### src/rtl/bbp_pkg.sv
package bbp_pkg;
  typedef enum logic [1:0] {
    SEL_LO   = 2'd0,
    SEL_HI   = 2'd1,
    SEL_MODE = 2'd2,
    SEL_EXC  = 2'd3
  } bbp_sel_e;

  typedef enum logic {
    PRIV_USER = 1'b0,
    PRIV_SUP  = 1'b1
  } bbp_priv_e;
endpackage

### src/rtl/bbp_range_chk.sv
module bbp_range_chk #(
  parameter int AW = 32
) (
  input  logic          reloc,
  input  logic [AW-1:0] lo,
  input  logic [AW-1:0] hi,
  input  logic [AW-1:0] addr,
  output logic          legal
);
  logic [AW:0] sum_ext;
  logic        win_ok;
  logic        off_ok;

  always_comb begin
    sum_ext = {1'b0, lo} + {1'b0, addr};
    win_ok  = (addr >= lo) && (addr <= hi);
    off_ok  = !sum_ext[AW] && (sum_ext[AW-1:0] <= hi);
    legal   = reloc ? off_ok : win_ok;
  end
endmodule

### src/rtl/bbp_prot_regs.sv
module bbp_prot_regs
  import bbp_pkg::*;
#(
  parameter int AW = 32
) (
  input  logic          clk,
  input  logic          rst_n,
  input  logic          wr_en,
  input  logic [1:0]    wr_sel,
  input  logic [AW-1:0] wr_data,
  input  logic          is_sup,
  output logic [AW-1:0] lo_q,
  output logic [AW-1:0] hi_q,
  output logic          exc_q,
  output logic          mode_wr,
  output logic          mode_wr_val,
  output logic          priv_fault
);
  logic          wr_ok;
  logic          lo_en, hi_en, exc_en;
  logic          pf_d;
  bbp_sel_e      sel;

  always_comb begin
    sel         = bbp_sel_e'(wr_sel);
    wr_ok       = wr_en && is_sup;
    lo_en       = wr_ok && (sel == SEL_LO);
    hi_en       = wr_ok && (sel == SEL_HI);
    exc_en      = wr_ok && (sel == SEL_EXC);
    mode_wr     = wr_ok && (sel == SEL_MODE);
    mode_wr_val = wr_data[0];
    pf_d        = wr_en && !is_sup;
  end

  always_ff @(posedge clk or negedge rst_n) begin
    if (!rst_n) begin
      lo_q       <= '0;
      hi_q       <= '1;
      exc_q      <= 1'b0;
      priv_fault <= 1'b0;
    end else begin
      if (lo_en)  lo_q  <= wr_data;
      if (hi_en)  hi_q  <= wr_data;
      if (exc_en) exc_q <= wr_data[0];
      priv_fault <= pf_d;
    end
  end
endmodule

### src/rtl/bbp_mode_ctl.sv
module bbp_mode_ctl
  import bbp_pkg::*;
#(
  parameter int          PW       = 32,
  parameter int          NEST_D   = 4,
  parameter logic [PW-1:0] ENTRY_PC = 'h100
) (
  input  logic          clk,
  input  logic          rst_n,
  input  logic          sys_call,
  input  logic          sys_ret,
  input  logic [PW-1:0] cur_pc,
  input  logic          mode_wr,
  input  logic          mode_wr_val,
  output logic          mode_sup,
  output logic [PW-1:0] saved_pc,
  output logic          redir_valid,
  output logic [PW-1:0] redir_pc
);
  localparam int DW = $clog2(NEST_D + 1);
  localparam int IW = (NEST_D > 1) ? $clog2(NEST_D) : 1;

  bbp_priv_e       mode_q, mode_d;
  logic [DW-1:0]   depth_q, depth_d;
  logic [PW-1:0]   pc_stk  [NEST_D];
  logic            md_stk  [NEST_D];
  logic [IW-1:0]   top_idx, push_idx;
  logic            do_push, do_pop;
  logic            rv_d;
  logic [PW-1:0]   rp_d;

  always_comb begin
    top_idx  = IW'(depth_q - 1'b1);
    push_idx = IW'(depth_q);
    do_push  = sys_call && (depth_q < DW'(NEST_D));
    do_pop   = sys_ret && !sys_call && (depth_q != '0);
    mode_d   = mode_q;
    depth_d  = depth_q;
    rv_d     = 1'b0;
    rp_d     = redir_pc;
    if (do_push) begin
      mode_d  = PRIV_SUP;
      depth_d = depth_q + 1'b1;
      rv_d    = 1'b1;
      rp_d    = ENTRY_PC;
    end else if (do_pop) begin
      mode_d  = bbp_priv_e'(md_stk[top_idx]);
      depth_d = depth_q - 1'b1;
      rv_d    = 1'b1;
      rp_d    = pc_stk[top_idx];
    end else if (mode_wr) begin
      mode_d  = bbp_priv_e'(mode_wr_val);
    end
  end

  always_ff @(posedge clk or negedge rst_n) begin
    if (!rst_n) begin
      mode_q      <= PRIV_SUP;
      depth_q     <= '0;
      redir_valid <= 1'b0;
      redir_pc    <= '0;
    end else begin
      mode_q      <= mode_d;
      depth_q     <= depth_d;
      redir_valid <= rv_d;
      redir_pc    <= rp_d;
    end
  end

  for (genvar g = 0; g < NEST_D; g++) begin : g_stk
    logic slot_en;
    assign slot_en = do_push && (push_idx == IW'(g));
    always_ff @(posedge clk or negedge rst_n) begin
      if (!rst_n) begin
        pc_stk[g] <= '0;
        md_stk[g] <= 1'b0;
      end else if (slot_en) begin
        pc_stk[g] <= cur_pc;
        md_stk[g] <= mode_q;
      end
    end
  end

  always_comb begin
    mode_sup = (mode_q == PRIV_SUP);
    saved_pc = (depth_q == '0) ? '0 : pc_stk[top_idx];
  end
endmodule

### src/rtl/bbp_unit.sv
module bbp_unit
  import bbp_pkg::*;
#(
  parameter int            AW       = 32,
  parameter int            PW       = 32,
  parameter int            NEST_D   = 4,
  parameter logic [PW-1:0] ENTRY_PC = 'h100
) (
  input  logic          clk,
  input  logic          rst_n,
  input  logic          acc_valid,
  input  logic [AW-1:0] acc_addr,
  input  logic          reloc_mode,
  input  logic          wr_en,
  input  logic [1:0]    wr_sel,
  input  logic [AW-1:0] wr_data,
  input  logic [1:0]    rd_sel,
  output logic [AW-1:0] rd_data,
  input  logic          sys_call,
  input  logic          sys_ret,
  input  logic [PW-1:0] cur_pc,
  output logic          acc_ok,
  output logic          prot_fault,
  output logic          priv_fault,
  output logic          mode_sup,
  output logic [PW-1:0] saved_pc,
  output logic          redir_valid,
  output logic [PW-1:0] redir_pc
);
  logic [1:0]    rst_sync_q;
  logic          rst_ni;
  logic [AW-1:0] lo_q, hi_q;
  logic          exc_q;
  logic          mode_wr, mode_wr_val;
  logic          legal;

  always_ff @(posedge clk or negedge rst_n) begin
    if (!rst_n) rst_sync_q <= 2'b00;
    else        rst_sync_q <= {rst_sync_q[0], 1'b1};
  end
  assign rst_ni = rst_sync_q[1];

  bbp_prot_regs #(.AW(AW)) u_regs (
    .clk(clk), .rst_n(rst_ni), .wr_en(wr_en), .wr_sel(wr_sel),
    .wr_data(wr_data), .is_sup(mode_sup), .lo_q(lo_q), .hi_q(hi_q),
    .exc_q(exc_q), .mode_wr(mode_wr), .mode_wr_val(mode_wr_val),
    .priv_fault(priv_fault)
  );

  bbp_range_chk #(.AW(AW)) u_chk_rng (
    .reloc(reloc_mode), .lo(lo_q), .hi(hi_q), .addr(acc_addr), .legal(legal)
  );

  bbp_mode_ctl #(.PW(PW), .NEST_D(NEST_D), .ENTRY_PC(ENTRY_PC)) u_mode (
    .clk(clk), .rst_n(rst_ni), .sys_call(sys_call), .sys_ret(sys_ret),
    .cur_pc(cur_pc), .mode_wr(mode_wr), .mode_wr_val(mode_wr_val),
    .mode_sup(mode_sup), .saved_pc(saved_pc), .redir_valid(redir_valid),
    .redir_pc(redir_pc)
  );

  always_comb begin
    acc_ok     = acc_valid && legal;
    prot_fault = acc_valid && !legal && exc_q;
    unique case (bbp_sel_e'(rd_sel))
      SEL_LO:   rd_data = lo_q;
      SEL_HI:   rd_data = hi_q;
      SEL_MODE: rd_data = AW'(mode_sup);
      default:  rd_data = AW'(exc_q);
    endcase
  end
endmodule

### config.mk
export PLATFORM = sky130hd
export DESIGN_NAME = bbp_unit
export DESIGN_NICKNAME = d
export VERILOG_FILES = /design/src/rtl/bbp_pkg.sv /design/src/rtl/bbp_range_chk.sv /design/src/rtl/bbp_prot_regs.sv /design/src/rtl/bbp_mode_ctl.sv /design/src/rtl/bbp_unit.sv
export SDC_FILE = /design/constraint.sdc
export NUM_CORES = 1
export LEC_CHECK = 0
export ABC_AREA = 1
export BUFFER_PORTS_ARGS = -buffer_cell sky130_fd_sc_hd__buf_4
export CAP_MARGIN = 20
export CORE_ASPECT_RATIO = 0.9
export CORE_UTILIZATION = 60
export CTS_BUF_LIST = sky130_fd_sc_hd__clkbuf_4 sky130_fd_sc_hd__clkbuf_8
export CTS_CLUSTER_SIZE = 30
export DETAILED_ROUTE_END_ITERATION = 10
export PLACE_DENSITY = 0.92
export SLEW_MARGIN = 10
export SYNTH_ARGS = -nofsm -noshare
export SYNTH_HDL_FRONTEND = slang
export SYNTH_HIERARCHICAL = 1
export SYNTH_SLANG_ARGS = --single-unit
### constraint.sdc
create_clock -name clk -period 8.3 [get_ports clk]
set_input_delay 1.66 -clock clk [delete_from_list [all_inputs] [get_ports clk]]
set_output_delay 1.66 -clock clk [all_outputs]
set_load 0.005 [all_outputs]
==> impl_metrics.ini <==
[power]
total_power_w = 0.00754
powerDensity_nw_per_um2 = 422
power_leakage_nw = 9.52
ir_drop_mv = 0.323

[routing]
wl_per_cell_um = 17.5
drt_wl_total_mm = 45.8
dr.pass1.iters = 6
viasPerCell = 5.66
postRouteAntennaNets = 0
drt_drc_violations_left = 0
first_iter_violations = 1524
vias = 14800

[place]
portBuffers = 207
place.gp.congestion = 1.06
hpwl_mm = 32.0

[logic_synthesis]
syn_avg_cell_area_sq_um = 7.53
synth_top_area_cell = dfrtp_1
synthTopCellsByArea = dfrtp_1 (33%), nand2_1 (17%), ha_1 (11%)
synth_fp_nets = 2317
ys_warn_count = 6
yosysMostFrequentCell = nand2_1
synth-main-ff-cell = dfrtp_1
synthCells = 2076
ys_seq_area_share_pct = 38.2
syn_area_sq_um = 15600
synth_edf_count = 0
synthArstFlopShare_pct = 100
synth_commonest_cells = nand2_1 (702), dfrtp_1 (204), inv_1 (196), nand3_1 (195), ha_1 (133)
synth_cell_types = 40
synth_top_area_share_pct = 32.7
ys_seq_elements = 237

[timing]
maxSlewViolCount = 0
finalWorstPathRequiredPeriod_ns = 6.95
relSlewSlack_pct = 36.6
hold_viol = 0
finalClockSkew_ns = 0.0237
setup_viol = 0
holdWs_ns = 0.324
setup_tns_ns = 0
worstMarginPinSlew_ns = 0.949
timing.fmax_ghz = 0.144
rsz0062_at_grt = no
finalCritPeriodShare_pct = 83.7

[global_routing]
antenna_found_initial = 1
grt_pass1_wl_mm = 72.1
grt_usage_pct = 34.4
overflow = 0
grt_max_degree = 84
grt_pass1_vias = 14400

[critical_path]
cp_max_fo = 5
r2r_start = u_mode/depth_q[0]
r2r-end = u_mode/redir_pc[27]
worst_ep_arrival_time_ns = 5.29
crit_required_ns = 6.64
reg2reg_slack_ns = 4.69
critPathCaptureType = primary output
critPathLaunchType = input pin
critical_path_class = input pin to primary output
rr_worst_depth = 10

[layout]
multi_input_area_sq_um = 8170
seqCellArea_sq_um = 5980
finalNetCount = 2485
fillerInstances = 1962
area_growth_pct = 14.2
drive_above_1_share_pct = 19.1

[clock_tree]
clkTransAtPathRegs_ns = 0.07
cts_buffers = 39
cts_resized = 0
cts_hold_buf = 0
tritoncts = yes
cts_buffer_depth = 3
postCtsSetupRepairBufs = 0
htree_levels = 2
clockRootBuffer = clkbuf_8
clock-sinks = 237
clk-insertion-delay-late_ns = 0.57

[floorplan]
rows = 55
initial_core_util_pct = 61.6
io_pins = 208
dieArea_sq_um = 26700
die_x_um = 172
core-area_sq_um = 25400
die_y_um = 155

[status]
outcome = complete, no violations

[run]
cap_viol_max_count = 0

[worst_hold_path]
hold_path.class = flop to asynchronous set/reset pin
==> routing by layer <==
metal / up-vias / track usage, % / share of wire [%]
met3: 129 / 6.33 / 8.1
met4: 0 / 14.0 / 3.6
li1: 6991 / - / -
met5: - / 0 / 0
met2: 711 / 55.1 / 46
met1: 6971 / 45.8 / 42
==> worst max-delay path, cell delays in order <==
cell and delay, ns:
buf_4 0.12, ha_1 0.34, nor2_1 0.23, inv_1 0.08, o21ai_0 0.39, a21oi_1 0.09, nand3_1 0.24, nand2_1 0.12
nand3_1 0.09, nand2_1 0.08, ha_1 0.28, nand2_1 0.04, nor2_1 0.13, nand2_1 0.10, nor4_1 0.57, nand4_1 0.17
nand2_1 0.12, nand2_1 0.07, nand2_1 0.12, nand2_1 0.06, inv_1 0.06, buf_4 0.10
==> where the power goes <==
| part | internal [W] | switching [W] |
|---|---|---|
| Clock | 0.000593 | 0.000482 |
| Sequential | 0.00173 | 0.000404 |
| Combinational | 0.00166 | 0.00267 |
| Total | 0.00398 | 0.00356 |
==> placed cells by master (no fill, tap or decap), types with 45 or more instances in the layout <==
cell        n
a21oi_1    77
buf_4     217
clkbuf_8   46
dfrtp_1   202
ha_1      133
inv_1     196
nand2_1   702
nand3_1   195
nor2_1    115
o21ai_1   112
o21ai_2    45
==> worst max-delay path by stage <==
stage	from	endpoint	slack, ns	cells past startpoint
floorplan	rst_sync_q[1]	u_mode/depth_q[0]	1.26	0
global placement	acc_addr[19]	acc_ok	1.63	22
detailed placement	acc_addr[19]	acc_ok	1.55	22
CTS	acc_addr[19]	acc_ok	1.55	22
global route	acc_addr[19]	acc_ok	1.17	23
finish	acc_addr[19]	acc_ok	1.35	22
==> cell type report <==
class / count / share of cell area [%]
Timing Repair Buffer: 218 / 9.28
Sequential cell: 237 / 33.5
Tap cell: 342 / 2.40
Multi-Input combinational cell: 1540 / 45.8
Clock buffer: 65 / 4.35
Inverter: 208 / 4.44
Clock inverter: 5 / 0.259
Antenna cell: 1 / 0.0140
==> flip-flops by register name (all words and copies together), names as in the netlist <==
register            cells
u_mode/mode_sup         1
u_regs/lo_q            32
u_mode/depth_q          3
u_mode/pc_stk         128
u_mode/md_stk           4
rst_sync_q              2
u_regs/priv_fault       1
u_mode/redir_pc        32
u_mode/redir_valid      1
u_regs/exc_q            1
u_regs/hi_q            32
==> metrics by stage <==
stage                     cells  area [sq um]  setup slack (ns)  utilization, %
final                      2616         17900              1.35            70.3
after global routing       2616         17900              1.17            70.3
after CTS                  2614         17800              1.55            70.2
after detailed placement   2544         17000              1.55            67.0
after global placement     2544         17000              1.63            67.0
after floorplan            2076         15600              1.26               -
==> cell families after synthesis <==
family                   synth area share [%]
adder cells (fa/ha/maj)                  10.8
XOR/XNOR                                 1.12
buffers and inverters                    9.52
AND/OR/NAND/NOR                          29.1
flip-flops                               38.2
AO/OA/AOI/OAI                            11.2
other                                  0.0240
(Power assumes the default switching activity.)
